--- src/rtl/spp_pkg.sv ---
package spp_pkg;

    localparam int PAGE_SHIFT  = 12;
    localparam int IDX_BITS    = 9;
    localparam int LEVELS      = 4;
    localparam int LVL_W       = $clog2(LEVELS);
    localparam int REGIONS     = 32;
    localparam int REGION_W    = $clog2(REGIONS);
    localparam int REGION_LSB  = 7;
    localparam int ENTRY_SHIFT = 3;
    localparam int QUAL_MISS_BIT = 11;

    typedef enum logic [1:0] {
        RES_ALLOW  = 2'd0,
        RES_VIOL   = 2'd1,
        RES_MISS   = 2'd2,
        RES_MISCFG = 2'd3
    } spp_result_e;

    typedef enum logic [1:0] {
        ST_IDLE  = 2'd0,
        ST_ISSUE = 2'd1,
        ST_WAIT  = 2'd2
    } walk_state_e;

    typedef struct packed {
        logic        present;
        logic        rsvd_err;
        logic [63:0] next_base;
    } dir_info_t;

    typedef struct packed {
        logic rsvd_err;
        logic perm;
    } leaf_info_t;

    // Table index of the given level (0 = last level, 3 = root level)
    function automatic logic [IDX_BITS-1:0] level_index(input logic [63:0] gpa,
                                                       input logic [LVL_W-1:0] lvl);
        return gpa[PAGE_SHIFT + IDX_BITS * int'(lvl) +: IDX_BITS];
    endfunction

    function automatic logic [63:0] entry_addr(input logic [63:0] base,
                                               input logic [IDX_BITS-1:0] idx);
        return base | {{(64 - IDX_BITS - ENTRY_SHIFT){1'b0}}, idx, {ENTRY_SHIFT{1'b0}}};
    endfunction

    function automatic logic [63:0] qual_for(input spp_result_e res);
        logic [63:0] q;
        q = '0;
        if (res == RES_MISS) q[QUAL_MISS_BIT] = 1'b1;
        return q;
    endfunction

    function automatic logic [63:0] base_mask(input int pa_w);
        return ((64'd1 << pa_w) - 64'd1) & ~((64'd1 << PAGE_SHIFT) - 64'd1);
    endfunction

endpackage

--- src/rtl/spp_gate.sv ---
module spp_gate
    import spp_pkg::*;
(
    input  logic        enable,
    input  logic        spp,
    input  logic        writable,
    output logic        walk_needed,
    output spp_result_e bypass_result
);

    always_comb begin
        walk_needed   = enable && spp && !writable;
        bypass_result = writable ? RES_ALLOW : RES_VIOL;
    end

endmodule

--- src/rtl/spp_dir_decode.sv ---
module spp_dir_decode
    import spp_pkg::*;
#(
    parameter int PA_W = 46
) (
    input  logic [63:0] entry,
    output dir_info_t   info
);

    localparam logic [63:0] ADDR_MASK = base_mask(PA_W);
    localparam logic [63:0] RSVD_MASK = ~(ADDR_MASK | 64'd1);

    always_comb begin
        info.present   = entry[0];
        info.rsvd_err  = |(entry & RSVD_MASK);
        info.next_base = entry & ADDR_MASK;
    end

endmodule

--- src/rtl/spp_leaf_decode.sv ---
module spp_leaf_decode
    import spp_pkg::*;
(
    input  logic [63:0]         entry,
    input  logic [REGION_W-1:0] region,
    output leaf_info_t          info
);

    logic [REGIONS-1:0] perm_bits;
    logic [REGIONS-1:0] odd_bits;

    for (genvar g = 0; g < REGIONS; g++) begin : g_split
        assign perm_bits[g] = entry[2*g];
        assign odd_bits[g]  = entry[2*g + 1];
    end

    always_comb begin
        info.rsvd_err = |odd_bits;
        info.perm     = perm_bits[region];
    end

endmodule

--- src/rtl/spp_walker.sv ---
module spp_walker
    import spp_pkg::*;
#(
    parameter int PA_W = 46
) (
    input  logic        clk,
    input  logic        rst,
    input  logic        req_valid,
    output logic        req_ready,
    input  logic [63:0] req_gpa,
    input  logic        leaf_writable,
    input  logic        leaf_spp,
    input  logic        ctl_enable,
    input  logic [63:0] tbl_root,
    output logic        mem_req_valid,
    input  logic        mem_req_ready,
    output logic [63:0] mem_req_addr,
    input  logic        mem_rsp_valid,
    input  logic [63:0] mem_rsp_data,
    output logic        done_valid,
    output logic [1:0]  done_result,
    output logic [63:0] done_gpa,
    output logic [63:0] done_qual
);

    localparam logic [63:0] ADDR_MASK = base_mask(PA_W);

    walk_state_e      state_q;
    logic [LVL_W-1:0] lvl_q;
    logic [63:0]      base_q;
    logic [63:0]      gpa_q;

    logic        walk_needed;
    spp_result_e bypass_result;
    dir_info_t   dir_info;
    leaf_info_t  leaf_info;

    logic        fin_valid;
    spp_result_e fin_result;

    spp_gate u_gate (
        .enable        (ctl_enable),
        .spp           (leaf_spp),
        .writable      (leaf_writable),
        .walk_needed   (walk_needed),
        .bypass_result (bypass_result)
    );

    spp_dir_decode #(.PA_W(PA_W)) u_dir (
        .entry (mem_rsp_data),
        .info  (dir_info)
    );

    spp_leaf_decode u_leaf (
        .entry  (mem_rsp_data),
        .region (gpa_q[REGION_LSB +: REGION_W]),
        .info   (leaf_info)
    );

    assign req_ready     = (state_q == ST_IDLE);
    assign mem_req_valid = (state_q == ST_ISSUE);
    assign mem_req_addr  = entry_addr(base_q, level_index(gpa_q, lvl_q));

    // Outcome of the entry arriving this cycle
    always_comb begin
        fin_valid  = 1'b0;
        fin_result = RES_ALLOW;
        if (state_q == ST_WAIT && mem_rsp_valid) begin
            if (lvl_q != '0) begin
                if (dir_info.rsvd_err) begin
                    fin_valid  = 1'b1;
                    fin_result = RES_MISCFG;
                end else if (!dir_info.present) begin
                    fin_valid  = 1'b1;
                    fin_result = RES_MISS;
                end
            end else begin
                fin_valid  = 1'b1;
                if (leaf_info.rsvd_err)  fin_result = RES_MISCFG;
                else if (leaf_info.perm) fin_result = RES_ALLOW;
                else                     fin_result = RES_VIOL;
            end
        end
    end

    always_ff @(posedge clk) begin
        if (rst) begin
            state_q     <= ST_IDLE;
            lvl_q       <= '0;
            base_q      <= '0;
            gpa_q       <= '0;
            done_valid  <= 1'b0;
            done_result <= RES_ALLOW;
            done_gpa    <= '0;
            done_qual   <= '0;
        end else begin
            done_valid <= 1'b0;
            unique case (state_q)
                ST_IDLE: begin
                    if (req_valid) begin
                        gpa_q <= req_gpa;
                        if (walk_needed) begin
                            state_q <= ST_ISSUE;
                            lvl_q   <= LVL_W'(LEVELS - 1);
                            base_q  <= tbl_root & ADDR_MASK;
                        end else begin
                            done_valid  <= 1'b1;
                            done_result <= bypass_result;
                            done_gpa    <= req_gpa;
                            done_qual   <= qual_for(bypass_result);
                        end
                    end
                end
                ST_ISSUE: begin
                    if (mem_req_ready) state_q <= ST_WAIT;
                end
                ST_WAIT: begin
                    if (mem_rsp_valid) begin
                        if (fin_valid) begin
                            state_q     <= ST_IDLE;
                            done_valid  <= 1'b1;
                            done_result <= fin_result;
                            done_gpa    <= gpa_q;
                            done_qual   <= qual_for(fin_result);
                        end else begin
                            state_q <= ST_ISSUE;
                            lvl_q   <= lvl_q - 1'b1;
                            base_q  <= dir_info.next_base;
                        end
                    end
                end
                default: state_q <= ST_IDLE;
            endcase
        end
    end

endmodule


--- config.mk ---
export PLATFORM = sky130hd
export DESIGN_NAME = spp_walker
export DESIGN_NICKNAME = d
export VERILOG_FILES = /design/src/rtl/spp_pkg.sv /design/src/rtl/spp_gate.sv /design/src/rtl/spp_dir_decode.sv /design/src/rtl/spp_leaf_decode.sv /design/src/rtl/spp_walker.sv
export SDC_FILE = /design/constraint.sdc
export NUM_CORES = 1
export LEC_CHECK = 0
export ABC_AREA = 1
export BUFFER_PORTS_ARGS = -buffer_cell sky130_fd_sc_hd__buf_2
export CORE_ASPECT_RATIO = 0.6
export CORE_UTILIZATION = 55
export CTS_CLUSTER_DIAMETER = 50
export DETAILED_ROUTE_END_ITERATION = 7
export PLACE_DENSITY = 0.84
export RECOVER_POWER = 50
export SETUP_SLACK_MARGIN = 0.02
export SLEW_MARGIN = 20
export SYNTH_ARGS = -nofsm -noshare
export SYNTH_HDL_FRONTEND = slang
export SYNTH_HIERARCHICAL = 1
export SYNTH_SLANG_ARGS = --single-unit
--- constraint.sdc ---
create_clock -name clk -period 3.1 [get_ports clk]
set_input_delay 0.465 -clock clk [delete_from_list [all_inputs] [get_ports clk]]
set_output_delay 0.465 -clock clk [all_outputs]
set_load 0.005 [all_outputs]
==> results.json <==
{
  "detail_route.iter0.violations": 958,
  "violations": "max-capacitance violations, max-slew violations",
  "share_of_cells_above_drive_strength_1_pct": 16.01,
  "via_count_of_the_first_global_routing_pass": 9510,
  "fp-row-count": 39,
  "start_kind": "primary input",
  "via_per_inst": 4.857,
  "cell_area_after_technology_mapping_um2": 10900,
  "final.fill_count": 1826,
  "htree_levels": 4,
  "post-dp-hpwl_um": 20240,
  "ioPinCount": 397,
  "synth_seq_area_share_pct": 36.75,
  "critPathKind": "primary input to register",
  "global_route.overflow_total": 0,
  "status": "finished, violations left",
  "synth_cell_type_count": 24,
  "peakVddDrop_v": 0.0003752,
  "route.detailed.drc": 0,
  "gr-usage-met2_pct": 44.19,
  "cts_hold_repair.buffers": 0,
  "gr-usage-all-layers_pct": 29.01,
  "setup_viol": 0,
  "avgSynthCellArea_um2": 6.443,
  "finalWorstSetupSlack_ps": 544.2,
  "die_w_um": 183.7,
  "dp_worst_setup_slack_ps": 551.2,
  "max-slew-margin-rel_pct": -35.74,
  "critPathCaptureType": "register",
  "power_frac_clock_pct": 35.2,
  "dieArea_um2": 20390,
  "dieHeight_um": 111.0,
  "clk-insertion-delay-late_ps": 440,
  "final.min_clock_period_ps": 2556,
  "clock_tree.root_cell": "sky130_fd_sc_hd__clkbuf_16",
  "clock_sinks": 200,
  "layout_worst_path_cycle_share_pct": 82.44,
  "antenna_found_initial": 4,
  "netlist_instances": 1691,
  "maxSlewViolCount": 76,
  "total_via_count_in_the_routed_design": 10320,
  "timing.hold.worst.class": "primary input to register",
  "netSwitchingFraction_pct": 30.70,
  "core_area_um2": 19230,
  "drt_pre_antenna_iters": 6,
  "ys_ff_latch": 200,
  "final_hold_viol_count": 0,
  "gates_resized_cts_repair": 0,
  "internal-power_mw": 4.502,
  "final_common_cell": "sky130_fd_sc_hd__nand2_1",
  "worst-slew-pin-transition_ps": 2036,
  "clkSlewWorstSetupHoldPaths_ps": 70,
  "cp.arrival_ps": 2930,
  "gp_congestion": 0.9285,
  "initial_core_util_pct": 56.67,
  "pin_count_of_the_biggest_net_entering_global_routing": 84,
  "wire_length_of_the_first_global_routing_pass_um": 46970,
  "clock_tree.buffer_depth": 2,
  "p_sw_mw": 1.994,
  "grt_use_met3_pct": 8.016,
  "fin_skew_ps": 13.88,
  "synth_warnings": 6,
  "grt_setup_unrepaired": "false",
  "fmax_mhz": 391.3,
  "synthToLayoutAreaGrowth_pct": 9.520,
  "cts_buffers": 17,
  "drt-total-wl_um": 29180,
  "global_route.peak_usage_layer": "met2",
  "port_buffers": 303,
  "cellLeakagePower_nw": 6.186,
  "finish.utilization_pct": 62.07,
  "power.sequential.fraction_pct": 45.3,
  "antenna_violation_net_count_after_detailed_routing": 0,
  "cts_tree": "built",
  "fin_total_pwr_mw": 6.497,
  "crit_fanout": 75,
  "tns_ps": 0,
  "mostFrequentLayoutCells": "sky130_fd_sc_hd__nand2_1, sky130_fd_sc_hd__nor2_1, sky130_fd_sc_hd__buf_2, sky130_fd_sc_hd__o21ai_0, sky130_fd_sc_hd__dfxtp_1",
  "final_net_count": 2043,
  "drv_cap": 1,
  "post_cts.repair.setup_buffers": 0,
  "pwr-share-comb_pct": 19.5,
  "pwr_density_cell_nw_per_um2": 544.4,
  "avgRoutedWirePerCell_um": 13.74,
  "cp_data_required_time_ps": 3470,
  "grt.met1_usage_pct": 39.52
}
## worst max-delay path, stage by stage
cell and delay, ps:
sky130_fd_sc_hd__clkbuf_1 90, sky130_fd_sc_hd__inv_1 1430, sky130_fd_sc_hd__clkbuf_2 590, sky130_fd_sc_hd__o21ai_0 170, sky130_fd_sc_hd__a21oi_1 140
## per-layer routing
layer | share of wire (%) | routed length [µm]
met3 | 8.8 | 2557
met5 | 0 | 0
met4 | 2.1 | 612
met2 | 43 | 12540
met1 | 46 | 13470
## kinds of logic (layout without fill, tap and decap cells)
family	Yosys count	after routing	share of synthesized area (%)
compound gates	306	306	14.08
fa+ha+maj	1	1	0.1148
buf+inv	444	517	22.66
flops	200	200	36.75
other cells	3	97	0.1033
simple gates	737	737	26.30
## cells in the mapped netlist
cell type | count | area [µm²]
sky130_fd_sc_hd__nand2_2 | 8 | 50.05
sky130_fd_sc_hd__nand3_2 | 1 | 10.01
sky130_fd_sc_hd__dfxtp_1 | 200 | 4004
sky130_fd_sc_hd__nand2_1 | 426 | 1599
sky130_fd_sc_hd__conb_1 | 3 | 11.26
sky130_fd_sc_hd__o21ai_1 | 11 | 55.05
sky130_fd_sc_hd__clkbuf_1 | 56 | 210.2
sky130_fd_sc_hd__a21oi_1 | 91 | 455.4
sky130_fd_sc_hd__and2_1 | 1 | 6.260
sky130_fd_sc_hd__buf_6 | 6 | 67.56
sky130_fd_sc_hd__ha_1 | 1 | 12.51
sky130_fd_sc_hd__nor4_1 | 8 | 50.05
sky130_fd_sc_hd__nor2_1 | 258 | 968.4
sky130_fd_sc_hd__inv_1 | 159 | 596.8
sky130_fd_sc_hd__inv_2 | 5 | 18.77
sky130_fd_sc_hd__buf_4 | 187 | 1404
sky130_fd_sc_hd__buf_1 | 2 | 7.510
sky130_fd_sc_hd__buf_12 | 1 | 20.02
sky130_fd_sc_hd__nand3_1 | 30 | 150.1
sky130_fd_sc_hd__inv_6 | 1 | 8.760
sky130_fd_sc_hd__buf_2 | 27 | 135.1
sky130_fd_sc_hd__o211ai_1 | 1 | 7.510
sky130_fd_sc_hd__nor2_2 | 5 | 31.28
sky130_fd_sc_hd__o21ai_0 | 203 | 1016
## final timing paths
check,start,endpoint,slack (ps),cells past startpoint
worst max-delay path,rst,gpa_q[31],540,5
worst min-delay path,req_gpa[48],gpa_q[48],290,3
worst max register to register,lvl_q[1],base_q[54],660,9
worst min register to register,gpa_q[5],gpa_q[5],440,2
## state kept, by name (all words and copies together) (netlist names)
name         cells
base_q          64
done_gpa        64
gpa_q           64
done_result      2
lvl_q            2
state_q          2
done_qual        1
done_valid       1
## power groups by stage
stage | registers [mW] | logic (mW) | clock network (mW)
after global placement | 2.98 | 1.23 | 0
after global routing | 2.96 | 1.44 | 2.43
after CTS | 2.93 | 1.28 | 2.33
final | 2.94 | 1.27 | 2.29
after floorplan | 2.97 | 0.966 | 0
after detailed placement | 2.99 | 1.26 | 0
## per-stage QoR
stage / hold WS (ps) / cell area, µm² / std cells
2_1_floorplan: 424.5 / 11240 / 1782
6_report: 294.2 / 11930 / 2124
5_1_grt: 294.4 / 11930 / 2122
3_3_place_gp: 432.4 / 11420 / 2089
3_5_place_dp: 436.6 / 11420 / 2089
4_1_cts: 278.2 / 12030 / 2121
## final cells by class
type / instances / area (µm²) / area share, %
multi-input cells: 1138 / 4785 / 40.10
flip-flops and latches: 200 / 4004 / 33.55
repair buffers: 320 / 1574 / 13.19
inverters: 165 / 624.3 / 5.232
clock buffers: 18 / 439.2 / 3.680
well taps: 266 / 332.8 / 2.789
clock inverters: 14 / 166.4 / 1.395
diodes: 3 / 7.507 / 0.06291
Note: power is estimated with default switching activity, not from simulation.
